### src/rtl/rsum_pkg.sv
package rsum_pkg;
  localparam int unsigned TAPS = 5;

  function automatic int unsigned col_width(input int unsigned n);
    return (n > 1) ? $clog2(n) : 1;
  endfunction
endpackage

### src/rtl/rsum_col_tracker.sv
module rsum_col_tracker #(
  parameter int unsigned ROW_LEN = 128,
  parameter int unsigned COL_W   = rsum_pkg::col_width(ROW_LEN)
) (
  input  logic             clk,
  input  logic             rst,
  input  logic             adv,
  output logic [COL_W-1:0] col,
  output logic             row_last,
  output logic             fill_done
);
  localparam logic [31:0] LAST_IDX = 32'(ROW_LEN - 1);
  localparam logic [31:0] FILL_IDX = 32'(rsum_pkg::TAPS - 1);

  logic [COL_W-1:0] col_q;

  assign row_last  = (32'(col_q) == LAST_IDX);
  assign fill_done = (32'(col_q) >= FILL_IDX);
  assign col       = col_q;

  always_ff @(posedge clk) begin
    if (rst) begin
      col_q <= '0;
    end else if (adv) begin
      if (row_last) col_q <= '0;
      else          col_q <= col_q + 1'b1;
    end
  end
endmodule

### src/rtl/rsum_window.sv
module rsum_window #(
  parameter int unsigned SUM_W = 32,
  parameter int unsigned TAPS  = rsum_pkg::TAPS
) (
  input  logic             clk,
  input  logic             rst,
  input  logic             shift,
  input  logic             clear,
  input  logic [SUM_W-1:0] din,
  output logic [SUM_W-1:0] leaving
);
  logic [SUM_W-1:0] slot [TAPS];

  for (genvar i = 0; i < TAPS; i++) begin : g_slot
    always_ff @(posedge clk) begin
      if (rst) begin
        slot[i] <= '0;
      end else if (shift) begin
        if (clear)       slot[i] <= '0;
        else if (i == 0) slot[i] <= din;
        else             slot[i] <= slot[(i > 0) ? i - 1 : 0];
      end
    end
  end

  assign leaving = slot[TAPS-1];
endmodule

### src/rtl/rsum_accum.sv
module rsum_accum #(
  parameter int unsigned SUM_W = 32
) (
  input  logic             clk,
  input  logic             rst,
  input  logic             step,
  input  logic             clear,
  input  logic             fill_done,
  input  logic [SUM_W-1:0] din,
  input  logic [SUM_W-1:0] leaving,
  output logic             out_valid,
  output logic [SUM_W-1:0] out_sum
);
  logic [SUM_W-1:0] acc_q;
  logic [SUM_W-1:0] acc_next;

  assign acc_next = acc_q + din - leaving;

  always_ff @(posedge clk) begin
    if (rst) begin
      acc_q     <= '0;
      out_sum   <= '0;
      out_valid <= 1'b0;
    end else begin
      out_valid <= step && fill_done;
      if (step) begin
        out_sum <= acc_next;
        acc_q   <= clear ? '0 : acc_next;
      end
    end
  end
endmodule

### src/rtl/rsum_row_filter.sv
module rsum_row_filter #(
  parameter int unsigned DIN_W   = 32,
  parameter int unsigned SUM_W   = 32,
  parameter int unsigned ROW_LEN = 128
) (
  input  logic             clk,
  input  logic             rst,
  input  logic             in_valid,
  input  logic [DIN_W-1:0] in_data,
  output logic             out_valid,
  output logic [SUM_W-1:0] out_sum
);
  localparam int unsigned COL_W = rsum_pkg::col_width(ROW_LEN);

  logic [COL_W-1:0] col_q;
  logic             row_last;
  logic             fill_done;
  logic [SUM_W-1:0] ext_data;
  logic [SUM_W-1:0] leaving;

  if (SUM_W > DIN_W) begin : g_widen
    assign ext_data = {{(SUM_W-DIN_W){in_data[DIN_W-1]}}, in_data};
  end else if (SUM_W == DIN_W) begin : g_same
    assign ext_data = in_data;
  end else begin : g_narrow
    assign ext_data = in_data[SUM_W-1:0];
  end

  rsum_col_tracker #(.ROW_LEN(ROW_LEN), .COL_W(COL_W)) u_col (
    .clk(clk), .rst(rst), .adv(in_valid),
    .col(col_q), .row_last(row_last), .fill_done(fill_done)
  );

  rsum_window #(.SUM_W(SUM_W), .TAPS(rsum_pkg::TAPS)) u_win (
    .clk(clk), .rst(rst), .shift(in_valid), .clear(row_last),
    .din(ext_data), .leaving(leaving)
  );

  rsum_accum #(.SUM_W(SUM_W)) u_acc (
    .clk(clk), .rst(rst), .step(in_valid), .clear(row_last),
    .fill_done(fill_done), .din(ext_data), .leaving(leaving),
    .out_valid(out_valid), .out_sum(out_sum)
  );
endmodule

### config.mk
export PLATFORM = sky130hd
export DESIGN_NAME = rsum_row_filter
export DESIGN_NICKNAME = d
export VERILOG_FILES = /design/src/rtl/rsum_pkg.sv /design/src/rtl/rsum_col_tracker.sv /design/src/rtl/rsum_window.sv /design/src/rtl/rsum_accum.sv /design/src/rtl/rsum_row_filter.sv
export SDC_FILE = /design/constraint.sdc
export NUM_CORES = 1
export LEC_CHECK = 0
export BUFFER_PORTS_ARGS = -buffer_cell sky130_fd_sc_hd__buf_2
export CAP_MARGIN = 20
export CORE_MARGIN = 2
export CORE_UTILIZATION = 35
export DETAILED_ROUTE_END_ITERATION = 12
export HOLD_SLACK_MARGIN = 0.15
export MAX_ROUTING_LAYER = met4
export PLACE_DENSITY = 0.53
export SLEW_MARGIN = 10
export SYNTH_ARGS = -nofsm -noshare
export SYNTH_HDL_FRONTEND = slang
export SYNTH_HIERARCHICAL = 1
export SYNTH_SLANG_ARGS = --single-unit
### constraint.sdc
create_clock -name clk -period 3.17 [get_ports clk]
set_input_delay 0.1585 -clock clk [delete_from_list [all_inputs] [get_ports clk]]
set_output_delay 0.1585 -clock clk [all_outputs]
set_load 0.02 [all_outputs]
After elaboration in Yosys (flattened, before gate mapping):

Memory sizes are Yosys's and may differ from the RTL's.
Index checks and enable logic that the tools add are counted.

* multiplexer cells: 22
* reduce and logical (&&, ||, !) cells: 1
* $lt $le $gt $ge: 1
* bitwise logic cells: 10
* equal/unequal tests: 1
* add/subtract/negate cells: 3

Operators with widths (count)
* 32-bit 2-to-1 mux: 11
* 32-bit adder: 1
* 32-bit subtractor: 1
* 1-bit 2-to-1 mux: 10
* 1-bit bitwise OR: 10
* 7-bit by 1-bit adder with 7-bit output (second input constant): 1
* 7-bit == test (second input constant): 1
* 7-bit by 3-bit >= comparator with 1-bit output (second input constant): 1
* 7-bit 2-to-1 mux: 1
* 1-bit logical AND: 1

* output and inout port bits: 33
* bits in writable memories: 160
* input port bits: 35
* memories: 1
* bits in registers: 72
* word-level logic and storage cells: 43

Memories
* u_win.slot: words 5, width 32, rd ports 5, clocked after Yosys merged registers in 0, write ports 5, RTL line rsum_window.sv:12 `logic [SUM_W-1:0] slot [TAPS];`

Depth between registers and ports, before layout:

* word-level depth: 7
* depth in mapped cells: 14
* mapped depth without buffers: 14

By module:

The synthesis kept the hierarchy.

Modules (own cells, without submodules)
* rsum_window: cells an instance 372, instances 1, area each 7495.9 µm²
* rsum_accum: cells an instance 630, instances 1, area each 5113.7 µm²
* rsum_col_tracker: cells an instance 45, instances 1, area each 379.1 µm²

Worst setup path after synthesis:

OpenSTA, ideal clock, no wires.

* path type: register -> register
* from: memory u_win.slot[4][7]
* to: register u_acc.out_sum[28]
* cell stages (with the launch flop): 12
* data required time: 3.043 ns
* path slack: 0.187 ns
* setup time: 0.127 ns
* data arrival time: 2.856 ns
* period minus slack after synthesis: 2.983 ns
* path through: edfxtp_1 > fa_1 > inv_1 > ha_1 > a21oi_1 > nand3_1 > o21ai_1 > o211ai_2 > a31oi_1 > o31ai_2 > and4b_1 > or3_1

RTL lines
* start: declaration: RTL line rsum_window.sv:12
* end signal: assignment: RTL line rsum_accum.sv:27 `out_sum <= acc_next;`
* end: declaration: RTL line rsum_accum.sv:12 `output logic [SUM_W-1:0] out_sum`

==> results_dict.tcl <==
set metrics [dict create \
    status "completed" \
    clockBufferDepth 3 \
    peakVddDrop_uv 489 \
    yosysMostFrequentCell "edfxtp_1" \
    tns_ns 0 \
    area_growth_pct 22.6 \
    core-area_um2 36600 \
    seqPwrFrac_pct 27.4 \
    power_density_nw_per_um2 895 \
    ys_seq_elements 232 \
    seqCellArea_um2 6250 \
    finalSetupViolations 0 \
    drv_slew 0 \
    min_period_over_period_pct 97.2 \
    diodes 0 \
    netlist_area_um2 13000 \
    drc 0 \
    antenna_found_initial 0 \
    fp-row-count 70 \
    gr-total-overflow 0 \
    crit_fanout 4 \
    fillers 3415 \
    swShare_pct 37.4 \
    dp.cells 1589 \
    leakage_nw 6.30 \
    yosysTopAreaCellShare_pct 37.0 \
    drtIter0Drc 504 \
    gp_congestion 0.814 \
    timing.final.hold_violations 0 \
    io_pins 68 \
    wl_mm 29.6 \
    vias 8381 \
    multiInputGateArea_um2 6240 \
    ys_seq_area_share_pct 48.1 \
    detail_route.vias_per_cell 4.98 \
    hold_slack_ns 0.219 \
    die_y_um 197 \
    start_util_pct 35.5 \
    end_kind "flop" \
    worstSetupPathType "flop to flop" \
    min_path_type "primary input to flop" \
    grt_pass1_wl_mm 45.8 \
    clock.fmax_mhz 325 \
    cts-root-buf "clkbuf_16" \
    drive_above_1_share_pct 33.5 \
    start_kind "flop" \
    pwr-share-comb_pct 51.1 \
    finalClockSkew_ns 0.0220 \
    track_usage_pct 15.4 \
    yosys.area.top_type "edfxtp_1" \
    period_minus_slack_ns 3.08 \
    clkPwrFrac_pct 21.5 \
    cts_made_buffers 27 \
    worst_slew_pin_slew_ns 0.676 \
    yosys-top-cells-area "edfxtp_1 37%, dfxtp_1 11%, nor4bb_2 11%" \
    postSynthCellCount 1047 \
    p_int_mw 8.93 \
    final_util_pct 43.5 \
    port_buffers 67 \
    hpwl_mm 19.2 \
    nets 1294 \
    drtPass1Iterations 4 \
    clk_latency_ns 0.55 \
    numClockSinks 232 \
    wl_per_cell_um 17.6 \
    htreeDepth 1 \
    cp.required_ns 3.62 \
    syn_area_per_cell_um2 12.4 \
    synth_ff_type "edfxtp_1" \
    synth_edf_count 160 \
    clkTransAtPathRegs_ns 0.06 \
    grt_start_max_net_pins 100 \
    syn-num-nets 1147 \
    p_switching_mw 5.33 \
    yosysUniqueCellTypes 68 \
    synth-async-reset-ratio_pct 0 \
    dieArea_um2 38700 \
    cts_tree "built" \
    cap_violations 0 \
    synth_common_cells "160 x edfxtp_1, 134 x inv_1, 88 x nor4bb_2, 72 x dfxtp_1, 62 x nor2_1" \
    cp.arrival_ns 3.53 \
    maxSlewHeadroom_pct 54.9 \
    die_w_um 197 \
    first_global_vias 8062 \
    ant_nets 0 \
    finalNonFillerCells 1682 \
    yosysWarnings 6 \
]
==> worst max-delay path, cell delays in order (launching register included) <==
cell	delay [ns]
edfxtp_1	0.42
fa_1	0.56
inv_1	0.05
ha_1	0.34
buf_4	0.16
a21oi_1	0.20
o21a_1	0.23
a21oi_4	0.10
buf_4	0.15
a311oi_2	0.26
xor2_1	0.11
buf_4	0.16
o32ai_2	0.22
==> layer usage <==
| metal | part of all wire (%) | track usage [%] | up-vias |
|---|---|---|---|
| li1 | - | - | 4108 |
| met2 | 43 | 21.6 | 105 |
| met1 | 52 | 23.5 | 4132 |
| met4 | 1.5 | 3.06 | 0 |
| met5 | 0 | - | - |
| met3 | 3.5 | 2.12 | 36 |
==> power groups by stage <==
stage	logic (mW)	registers, mW	clock network [mW]
after floorplan	3.65	4.11	0
after global placement	6.16	3.96	0
after detailed placement	6.21	3.97	0
after CTS	6.50	3.91	3.17
after global routing	8.00	3.95	3.28
final	7.28	3.90	3.07
==> cell families (layout without fill, tap and decap cells) <==
logic type               count (synthesis)  count (layout)  share of synthesized area (%)
adder cells (fa/ha/maj)                 65              65                           8.05
AND/OR/NAND/NOR                        340             340                           24.3
AO/OA/AOI/OAI                          144             144                           7.82
flip-flops                             232             232                           48.1
XOR/XNOR                                34              34                           2.29
buffers and inverters                  213             380                           7.97
multiplexers                            19              19                           1.47
==> state kept, by name, summed over array words and instances (netlist names) <==
| name | cells |
|---|---|
| u_acc/acc_q | 32 |
| u_acc/out_sum | 32 |
| u_acc/out_valid | 1 |
| u_col/col | 7 |
| u_win/slot | 160 |
==> stage by stage <==
step / power, mW / worst slack, ns / cell area (µm²)
after global placement: 10.1 / -0.279 / 14100
after floorplan: 7.76 / 0.187 / 13000
final: 14.3 / 0.0901 / 15900
after detailed placement: 10.2 / -0.295 / 14100
after global routing: 15.2 / -0.0309 / 15900
after CTS: 13.6 / -0.0714 / 15500
==> path summary, 6_finish.rpt <==
path	to	from	cells after the start	slack (ns)
worst max-delay path	u_acc/acc_q[25]	u_win/slot[4][10]	12	0.09
worst min-delay path	u_acc/acc_q[1]	in_valid	3	0.22
worst min register to register	u_acc/out_sum[0]	u_acc/out_sum[0]	2	0.47
worst max register to register	u_acc/acc_q[25]	u_win/slot[4][10]	12	0.09
==> cell type report <==
| class | count | share of cell area (%) |
|---|---|---|
| Tap cell | 468 | 3.68 |
| Sequential cell | 232 | 39.2 |
| Clock inverter | 10 | 0.833 |
| Multi-Input combinational cell | 602 | 39.2 |
| Timing Repair Buffer | 196 | 9.35 |
| Clock buffer | 39 | 4.59 |
| Inverter | 135 | 3.18 |
==> repair_timing <==
action | in CTS | in global routing
hold endpoints to repair | 60 | 0
setup endpoints to repair | 21 | 24
gates resized for setup | 22 | 68
hold buffers | 33 | 0
setup buffers | 4 | 8
pin swaps | 10 | 37
==> placed cells by master, fill, tap and decap left out, drive strengths merged, types with 13 or more instances in the layout <==
cell type / instances
a21oi: 40
a2bb2oi: 13
and4bb: 33
buf: 163
clkbuf: 39
dfxtp: 72
dlygate4sd3: 33
edfxtp: 160
fa: 31
ha: 34
inv: 137
mux2i: 18
nand2: 42
nand2b: 15
nor2: 62
nor4bb: 130
o21ai: 23
xnor2: 18
xor2: 16
No activity file was read; power rests on OpenSTA's default activity.
